### config.mk
export PLATFORM = sky130hd
export DESIGN_NAME = rtp_pool
export DESIGN_NICKNAME = d
export VERILOG_FILES = /design/src/rtl/rtp_pkg.sv /design/src/rtl/rtp_pick.sv /design/src/rtl/rtp_operand.sv /design/src/rtl/rtp_station.sv /design/src/rtl/rtp_pool.sv
export SDC_FILE = /design/constraint.sdc
export NUM_CORES = 1
export LEC_CHECK = 0
export BUFFER_PORTS_ARGS = -buffer_cell sky130_fd_sc_hd__buf_2
export CAP_MARGIN = 20
export CORE_UTILIZATION = 50
export DETAILED_ROUTE_END_ITERATION = 6
export PLACE_DENSITY = 0.7
export SYNTH_ARGS = -nofsm -noshare
export SYNTH_HDL_FRONTEND = slang
export SYNTH_HIERARCHICAL = 1
export SYNTH_SLANG_ARGS = --single-unit
### constraint.sdc
create_clock -name clk -period 5 [get_ports clk]
set_clock_uncertainty 0.05 [all_clocks]
set_input_delay 0.5 -clock clk [delete_from_list [all_inputs] [get_ports clk]]
set_output_delay 0.5 -clock clk [all_outputs]
set_load 0.02 [all_outputs]
### src/rtl/rtp_pkg.sv
package rtp_pkg;
   typedef enum logic {
      PICK_LOW  = 1'b0,
      PICK_HIGH = 1'b1
   } pick_order_e;

   function automatic int unsigned idx_width(input int unsigned n);
      return (n > 1) ? $clog2(n) : 1;
   endfunction
endpackage

### src/rtl/rtp_pick.sv
module rtp_pick
   import rtp_pkg::*;
#(
   parameter int unsigned N     = 4,
   parameter pick_order_e ORDER = PICK_LOW
) (
   input  logic [N-1:0] req,
   output logic [N-1:0] gnt,
   output logic         any
);
   generate
      if (N < 1) begin : g_bad_n
         $error("rtp_pick: N must be at least 1");
      end
   endgenerate

   assign any = |req;

   generate
      if (ORDER == PICK_LOW) begin : g_low
         always_comb begin
            logic found;
            found = 1'b0;
            gnt   = '0;
            for (int i = 0; i < int'(N); i++) begin
               if (!found && req[i]) begin
                  gnt[i] = 1'b1;
                  found  = 1'b1;
               end
            end
         end
      end else begin : g_high
         always_comb begin
            logic found;
            found = 1'b0;
            gnt   = '0;
            for (int i = int'(N) - 1; i >= 0; i--) begin
               if (!found && req[i]) begin
                  gnt[i] = 1'b1;
                  found  = 1'b1;
               end
            end
         end
      end
   endgenerate
endmodule

### src/rtl/rtp_operand.sv
module rtp_operand #(
   parameter int unsigned TAG_W  = 3,
   parameter int unsigned DATA_W = 16
) (
   input  logic              clk,
   input  logic              rst_n,
   input  logic              load,
   input  logic              live,
   input  logic              in_pend,
   input  logic [TAG_W-1:0]  in_tag,
   input  logic [DATA_W-1:0] in_val,
   input  logic              cdb_valid,
   input  logic [TAG_W-1:0]  cdb_tag,
   input  logic [DATA_W-1:0] cdb_val,
   output logic              pend,
   output logic [DATA_W-1:0] val
);
   logic [TAG_W-1:0] tag_q;
   logic             fwd_hit;
   logic             snoop_hit;

   assign fwd_hit   = in_pend && cdb_valid && (cdb_tag == in_tag);
   assign snoop_hit = live && pend && cdb_valid && (cdb_tag == tag_q);

   always_ff @(posedge clk) begin
      if (!rst_n) begin
         pend  <= 1'b0;
         tag_q <= '0;
         val   <= '0;
      end else if (load) begin
         pend  <= in_pend && !fwd_hit;
         tag_q <= in_tag;
         val   <= fwd_hit ? cdb_val : in_val;
      end else if (snoop_hit) begin
         pend <= 1'b0;
         val  <= cdb_val;
      end
   end
endmodule

### src/rtl/rtp_station.sv
module rtp_station #(
   parameter int unsigned OP_W   = 4,
   parameter int unsigned TAG_W  = 3,
   parameter int unsigned DATA_W = 16
) (
   input  logic              clk,
   input  logic              rst_n,
   input  logic              flush,
   input  logic              alloc,
   input  logic              take,
   input  logic [OP_W-1:0]   in_op,
   input  logic [TAG_W-1:0]  in_dst,
   input  logic [1:0]        in_pend,
   input  logic [TAG_W-1:0]  in_tag [2],
   input  logic [DATA_W-1:0] in_val [2],
   input  logic              cdb_valid,
   input  logic [TAG_W-1:0]  cdb_tag,
   input  logic [DATA_W-1:0] cdb_val,
   output logic              valid,
   output logic              ready,
   output logic [OP_W-1:0]   op,
   output logic [TAG_W-1:0]  dst,
   output logic [DATA_W-1:0] val [2]
);
   logic [1:0] pend;

   always_ff @(posedge clk) begin
      if (!rst_n) begin
         valid <= 1'b0;
         op    <= '0;
         dst   <= '0;
      end else if (flush) begin
         valid <= 1'b0;
      end else if (alloc) begin
         valid <= 1'b1;
         op    <= in_op;
         dst   <= in_dst;
      end else if (take) begin
         valid <= 1'b0;
      end
   end

   generate
      for (genvar k = 0; k < 2; k++) begin : g_opnd
         rtp_operand #(.TAG_W(TAG_W), .DATA_W(DATA_W)) u_opnd (
            .clk      (clk),
            .rst_n    (rst_n),
            .load     (alloc && !flush),
            .live     (valid),
            .in_pend  (in_pend[k]),
            .in_tag   (in_tag[k]),
            .in_val   (in_val[k]),
            .cdb_valid(cdb_valid),
            .cdb_tag  (cdb_tag),
            .cdb_val  (cdb_val),
            .pend     (pend[k]),
            .val      (val[k])
         );
      end
   endgenerate

   assign ready = valid && (pend == 2'b00);
endmodule

### src/rtl/rtp_pool.sv
module rtp_pool
   import rtp_pkg::*;
#(
   parameter int unsigned N_STN  = 4,
   parameter int unsigned OP_W   = 4,
   parameter int unsigned TAG_W  = 3,
   parameter int unsigned DATA_W = 16
) (
   input  logic              clk,
   input  logic              rst_n,
   input  logic              flush,
   input  logic              rob_free,
   input  logic              iss_valid,
   output logic              iss_ready,
   input  logic [OP_W-1:0]   iss_op,
   input  logic [TAG_W-1:0]  iss_dst,
   input  logic              iss_a_pend,
   input  logic [TAG_W-1:0]  iss_a_tag,
   input  logic [DATA_W-1:0] iss_a_val,
   input  logic              iss_b_pend,
   input  logic [TAG_W-1:0]  iss_b_tag,
   input  logic [DATA_W-1:0] iss_b_val,
   input  logic              cdb_valid,
   input  logic [TAG_W-1:0]  cdb_tag,
   input  logic [DATA_W-1:0] cdb_val,
   input  logic              fu_ready,
   output logic              disp_valid,
   output logic [OP_W-1:0]   disp_op,
   output logic [TAG_W-1:0]  disp_dst,
   output logic [DATA_W-1:0] disp_a,
   output logic [DATA_W-1:0] disp_b
);
   localparam int unsigned IDX_W = idx_width(N_STN);

   generate
      if (N_STN < 1) begin : g_bad_depth
         $error("rtp_pool: N_STN must be at least 1");
      end
      if (TAG_W < 1 || DATA_W < 1 || OP_W < 1) begin : g_bad_width
         $error("rtp_pool: widths must be positive");
      end
      if (IDX_W > 16) begin : g_bad_idx
         $error("rtp_pool: pool too deep");
      end
   endgenerate

   logic [N_STN-1:0]  stn_valid;
   logic [N_STN-1:0]  stn_ready;
   logic [N_STN-1:0]  free_gnt;
   logic [N_STN-1:0]  rdy_gnt;
   logic [N_STN-1:0]  alloc_vec;
   logic [N_STN-1:0]  take_vec;
   logic              any_free;
   logic              any_rdy;
   logic              iss_acc;
   logic [OP_W-1:0]   stn_op  [N_STN];
   logic [TAG_W-1:0]  stn_dst [N_STN];
   logic [DATA_W-1:0] stn_val [N_STN][2];
   logic [TAG_W-1:0]  iss_tag [2];
   logic [DATA_W-1:0] iss_val [2];

   assign iss_tag[0] = iss_a_tag;
   assign iss_tag[1] = iss_b_tag;
   assign iss_val[0] = iss_a_val;
   assign iss_val[1] = iss_b_val;

   rtp_pick #(.N(N_STN), .ORDER(PICK_LOW)) u_free_pick (
      .req(~stn_valid),
      .gnt(free_gnt),
      .any(any_free)
   );

   rtp_pick #(.N(N_STN), .ORDER(PICK_LOW)) u_rdy_pick (
      .req(stn_ready),
      .gnt(rdy_gnt),
      .any(any_rdy)
   );

   assign iss_ready  = any_free;
   assign iss_acc    = iss_valid && rob_free && any_free && !flush;
   assign alloc_vec  = iss_acc ? free_gnt : '0;
   assign disp_valid = any_rdy && fu_ready && !flush;
   assign take_vec   = disp_valid ? rdy_gnt : '0;

   generate
      for (genvar s = 0; s < N_STN; s++) begin : g_stn
         rtp_station #(.OP_W(OP_W), .TAG_W(TAG_W), .DATA_W(DATA_W)) u_stn (
            .clk      (clk),
            .rst_n    (rst_n),
            .flush    (flush),
            .alloc    (alloc_vec[s]),
            .take     (take_vec[s]),
            .in_op    (iss_op),
            .in_dst   (iss_dst),
            .in_pend  ({iss_b_pend, iss_a_pend}),
            .in_tag   (iss_tag),
            .in_val   (iss_val),
            .cdb_valid(cdb_valid),
            .cdb_tag  (cdb_tag),
            .cdb_val  (cdb_val),
            .valid    (stn_valid[s]),
            .ready    (stn_ready[s]),
            .op       (stn_op[s]),
            .dst      (stn_dst[s]),
            .val      (stn_val[s])
         );
      end
   endgenerate

   always_comb begin
      disp_op  = '0;
      disp_dst = '0;
      disp_a   = '0;
      disp_b   = '0;
      for (int s = 0; s < int'(N_STN); s++) begin
         if (rdy_gnt[s]) begin
            disp_op  = disp_op  | stn_op[s];
            disp_dst = disp_dst | stn_dst[s];
            disp_a   = disp_a   | stn_val[s][0];
            disp_b   = disp_b   | stn_val[s][1];
         end
      end
   end
endmodule

# Word level (Yosys, flattened, before mapping)
# Index checks and enable logic that the tools add are counted.
# classes
n_eq_ne	10
n_mux	72
bitwise	15
reduce_logical	81
# op_table
op	n
$mux 16	26
$or 16x16->16	6
$logic_and 1x1->1	49
$mux 1	36
$eq 3x3->1	10
$mux 4	6
$reduce_bool 2->1	12
$mux 3	4
$or 4x4->4	3
$logic_not 1->1	9
$or 3x3->3	3
$logic_not 2->1	4
$reduce_and 2->1	4
$reduce_or 4->1	2
$not 4->4	1
$not 1->1	2
$reduce_or 2->1	1
# totals
reg_bits	192
inputBits	73
output_inout_bits	41
word_cells	214

# Depth between registers and ports, before layout
# depth
ltp_word	15
ltp_mapped	11
mapped_depth_nobuf	8

# By module
# The synthesis kept the hierarchy.
# by_module_without_submodules
mod	n_inst	cells_each	area_per_inst_um2	seq_area_each_um2
rtp_operand	8	97	1029.7	400.4
rtp_station	4	36	346.6	160.2
rtp_pool	1	147	925.9	0.0
rtp_pick	2	5	37.5	0.0

# Worst setup path after synthesis
# No wires, ideal clock.
# synth_timing
path_kind	reg-to-reg
start	reg g_stn[1].u_stn.valid
end	reg g_stn[0].u_stn.g_opnd[0].u_opnd.val[0]
setup_time_ns	0.134
arrival_time_ns	2.502
required_time_ns	4.816
slack_ns	2.315
stages_incl_launch_ff	11
n_path_buf	3
period_less_slack_ns	2.685
path_cell_list	dfxtp_1 > inv_1 > or4_1 > and4b_1 > and2_1 > nor2b_4 > buf_6 > clkbuf_1 > nand2_1 > clkbuf_1 > o22ai_1
# synth_between
elab_chain_len	7
word_cells_on_any_way	8
cone_classes	mux (2); bitwise (1); reduce/logical (5)
# synth_lines
item	line	rtl
start, declared	rtp_station.sv:19	output logic valid,
start signal, assigned	rtp_station.sv:29	valid <= 1'b0;
start signal, assigned	rtp_station.sv:33	valid <= 1'b0;
start signal, assigned	rtp_station.sv:35	valid <= 1'b1;
$not 4->4 *	rtp_pool.sv:68	.req(~stn_valid),
$reduce_or 4->1 *	rtp_pick.sv:17	assign any = |req;
net iss_ready	rtp_pool.sv:14	output logic iss_ready,
$logic_and 1x1->1 * (2 in a row)	rtp_pool.sv:80	assign iss_acc = iss_valid && rob_free && any_free && !flush;
$mux 4 *	rtp_pool.sv:81	assign alloc_vec = iss_acc ? free_gnt : '0;
net alloc_vec[0]	rtp_pool.sv:51	logic [N_STN-1:0] alloc_vec;
$logic_and 1x1->1 *	rtp_station.sv:48	.load (alloc && !flush),
$mux 16 or $reduce_bool 2->1 (tied branches)	-	
end signal, assigned	rtp_operand.sv:33	val <= fwd_hit ? cdb_val : in_val;
end signal, assigned	rtp_operand.sv:36	val <= cdb_val;
end, declared	rtp_operand.sv:16	output logic [DATA_W-1:0] val
# The timed path passes the listed nets; every way through them passes the cells marked *.
# A chain may end at the register's enable or synchronous reset.

# Final worst setup path
# layout_timing
start	reg g_stn[1].u_stn.valid
end	out disp_a[15]
# layout_between
word_cells_on_any_way	16
cone_classes	mux (8); bitwise (2); reduce/logical (6)
# layout_rtl
item	line	rtl
$logic_and 1x1->1 *	rtp_station.sv:62	assign ready = valid && (pend == 2'b00);
net stn_ready[1]	rtp_pool.sv:48	logic [N_STN-1:0] stn_ready;
$logic_and 1x1->1 *	rtp_pick.sv:26	if (!found && req[i]) begin
$mux 1 *	rtp_pick.sv:26	
net rdy_gnt[1]	rtp_pool.sv:50	logic [N_STN-1:0] rdy_gnt;
$mux 16 *	rtp_pool.sv:116	if (rdy_gnt[s]) begin
$or 16x16->16	rtp_pool.sv:119	disp_a = disp_a | stn_val[s][0];
$mux 16 *	rtp_pool.sv:116	
$or 16x16->16	rtp_pool.sv:119	
$mux 16 *	rtp_pool.sv:116	
end, declared	rtp_pool.sv:30	output logic [DATA_W-1:0] disp_a,
# Marks and branches as above.

==> run metrics <==
CP Capture Type=output port; Post-CTS Setup Inserts=0; Syn Area/Cell=9.866 µm²; initial DRC count=631; startpoint types=flip-flop; synthesized net count=1150; net switching fraction of the power=0.2487; HPWL Detailed=18570 µm; RSZ-0062 raised after global routing=no; DRC=0; H-tree depth=4; Worst VDD drop=235.1 µV; Core ar.=0.02056 mm²; Max Fclk=282.5 MHz; CTS tree=done; worst hold path depth=3; drt pass-1 iters=6; CTS clk-pin slew, worst paths=0.07 ns; critical path data required time=4.45 ns; vias per inst=~6.2; Syn-to-layout area delta=11.95%; vias in the first global route=8610; layout cell share with drive strength beyond 1=0.1658; Cell Chain, Critical Path=nor3b_1, nor2b_4, buf_4, a22oi_1, nand2_1, buf_2; Buf+Inv Stages, Crit Path=2; antenna-violating nets left=0; outcome=completed; first-pass GRT wire length=roughly 47000 µm; Finish-stage setup viols=0; CP max stage delay=0.87 ns; drt total wl=around 30000 µm; Die Area=0.02184 mm²; Sequential Power Share=0.468; commonest non-fill, non-tap cell in the layout=mux2i_1; final hold vios=0; Hold Path End=g_stn[1].u_stn/dst[2]; post-cts sizing count=0; global route overflow=0; CP startpoint=g_stn[1].u_stn/valid; Hold Startpoint=iss_dst[2]; via count=roughly 8800; Worst Tran Pin Value=about 0.93 ns; CP top delay family=simple AND/OR/NAND/NOR gates; design area=0.01190 mm²; reg2reg start=g_stn[0].u_stn/valid; largest net degree at the start of global routing=62; antenna violations before repair=1; Synth warnings=6; combinational share of power=0.085; wire length per cell=just over 20 µm; total power=3.299 mW; setup TNS=0 ns; Die Width=around 150 µm; WP data arrival=2.99 ns; metal3 WL=approximately 1800 µm; Synth cell types=26; fin crit share=0.7079; Starting Density=0.5168; Power per Cell Area=277.4 mW/mm²; internal power=between 2 and 2.5 mW; Mapped Cells=1077; sequential fraction of the synthesis area=0.3618; PortBufs=113; placed instance area=approximately 0.011 mm²; r2r endpoint=g_stn[2].u_stn/g_opnd[1].u_opnd/val[14]; Rows=52; Crit-path slowest cell=nor2b_4; cts bufs inserted=17; type of the worst setup path=reg -> out; # clock sinks=192; placer congestion estimate=0.7689; fin nets=1224; met2 routed WL=roughly 14000 µm; Slew Limit Fails=0; synthesized cell area=0.01063 mm²; Worst Hold Class=in -> reg; top sig layer=met4; most frequent cells in the layout=308 x mux2i_1, 192 x dfxtp_1, 128 x o22ai_1; Switch Pwr=0.8204 mW; Hold-fix buffers, CTS=0; root buf cell=clkbuf_16; Tot GR Track Use=0.2761; insertion delay to the later sink of the worst-skew pair=about 0.44 ns; LEAKAGE=between 4 and 5 nW; chip height=147.8 µm; max-cap violations=0; I/O pin cnt=~110; clock buffer depth=2; Slew headroom=0.3781; Max Fanout on Critical Path=29; min cycle time layout=3.539 ns; flops & latches, synth=192; wl on met1=approximately 13000 µm; R2R depth=7; flop2flop setup slack=1.99 ns; Clk network pwr share=0.448
-- final cells by class --
class	count	area, µm²
antenna	1	2.502
clock buffer	18	429.2
clock inverter	14	201.4
fill	1884	8665
inverter	16	60.06
multi-input combinational	787	6275
sequential	192	3844
tap	270	337.8
timing repair buffer	137	745.7
-- registers in the layout, summed over array words and instances (netlist names) --
signal	cells
g_stn.u_stn/g_opnd.u_opnd/val	128
g_stn.u_stn/g_opnd.u_opnd/tag_q	24
g_stn.u_stn/op	16
g_stn.u_stn/dst	12
g_stn.u_stn/g_opnd.u_opnd/pend	8
g_stn.u_stn/valid	4
-- through the flow --
stage	setup WS, ns	hold WS [ns]	instances	util
CTS	1.509	0.2756	1434	0.5784
global placement	2.009	0.3921	1402	0.5478
finish	1.461	0.2873	1435	0.5786
detailed placement	1.933	0.3964	1402	0.5478
global route	1.343	0.2795	1434	0.5784
floorplan	2.315	0.3844	1077	-
-- worst max-delay path by stage --
stage	slack (ns)	endpoint	cells past startpoint
floorplan	2.31	g_stn[0].u_stn/g_opnd[0].u_opnd/val[0]	10
finish	1.46	disp_a[15]	6
CTS	1.51	disp_a[15]	6
detailed placement	1.93	g_stn[2].u_stn/g_opnd[1].u_opnd/val[14]	6
global route	1.34	disp_a[15]	6
global placement	2.01	disp_a[15]	6
-- kinds of logic after synthesis --
kind of cell	Yosys count	share of synthesized area
AOI/OAI and AO/OA	218	0.1413
DFF	192	0.3618
buffers and inverters	98	0.05464
xor gates and xnor gates	48	0.03957
and+or+nand+nor	213	0.1126
muxes	308	0.2902
-- synth_stat cells --
cell        n  area [µm²]
nor4_1      8       50.05
o32ai_1     8       70.07
and4b_1     1       10.01
a22oi_2     1       12.51
a22oi_1    77       578.1
nor4b_1     2       17.52
nor3b_1     6       45.04
dfxtp_1   192        3844
clkbuf_1   32       120.1
nor2b_1    30       187.7
nor4_4      8       170.2
buf_6      20       225.2
nand2b_1    8       50.05
o211a_1     4       40.04
nor2b_4     4       55.05
and2_1     16       100.1
o22ai_1   128       800.8
and3b_1     1       8.760
mux2i_1   308        3083
buf_2      20       100.1
buf_4      10       75.07
inv_1      16       60.06
xor2_1     48       420.4
or4_1       2       15.01
nand2_1   119       446.7
nand3_1     8       40.04
-- worst reg2reg max path: cells and delay by family (launching register included) --
family / cells / cell delay (ns)
buf+inv: 1 / 0.14
compound gates: 1 / 0.38
flops: 1 / 0.37
simple gates: 5 / 1.98
-- layer usage --
layer	track usage	vias to the layer above
met5	0	-
met4	0.06649	0
met3	0.04198	33
met2	0.4559	319
met1	0.3775	4351
li1	-	4141
-- power groups by stage --
stage / combinational, mW / sequential [mW] / clock [mW]
after global routing: 0.301 / 1.54 / 1.57
after detailed placement: 0.275 / 1.58 / 0
after floorplan: 0.145 / 1.58 / 0
after CTS: 0.276 / 1.54 / 1.50
final: 0.279 / 1.54 / 1.48
after global placement: 0.270 / 1.58 / 0
Power figures use the tool's default switching activity.
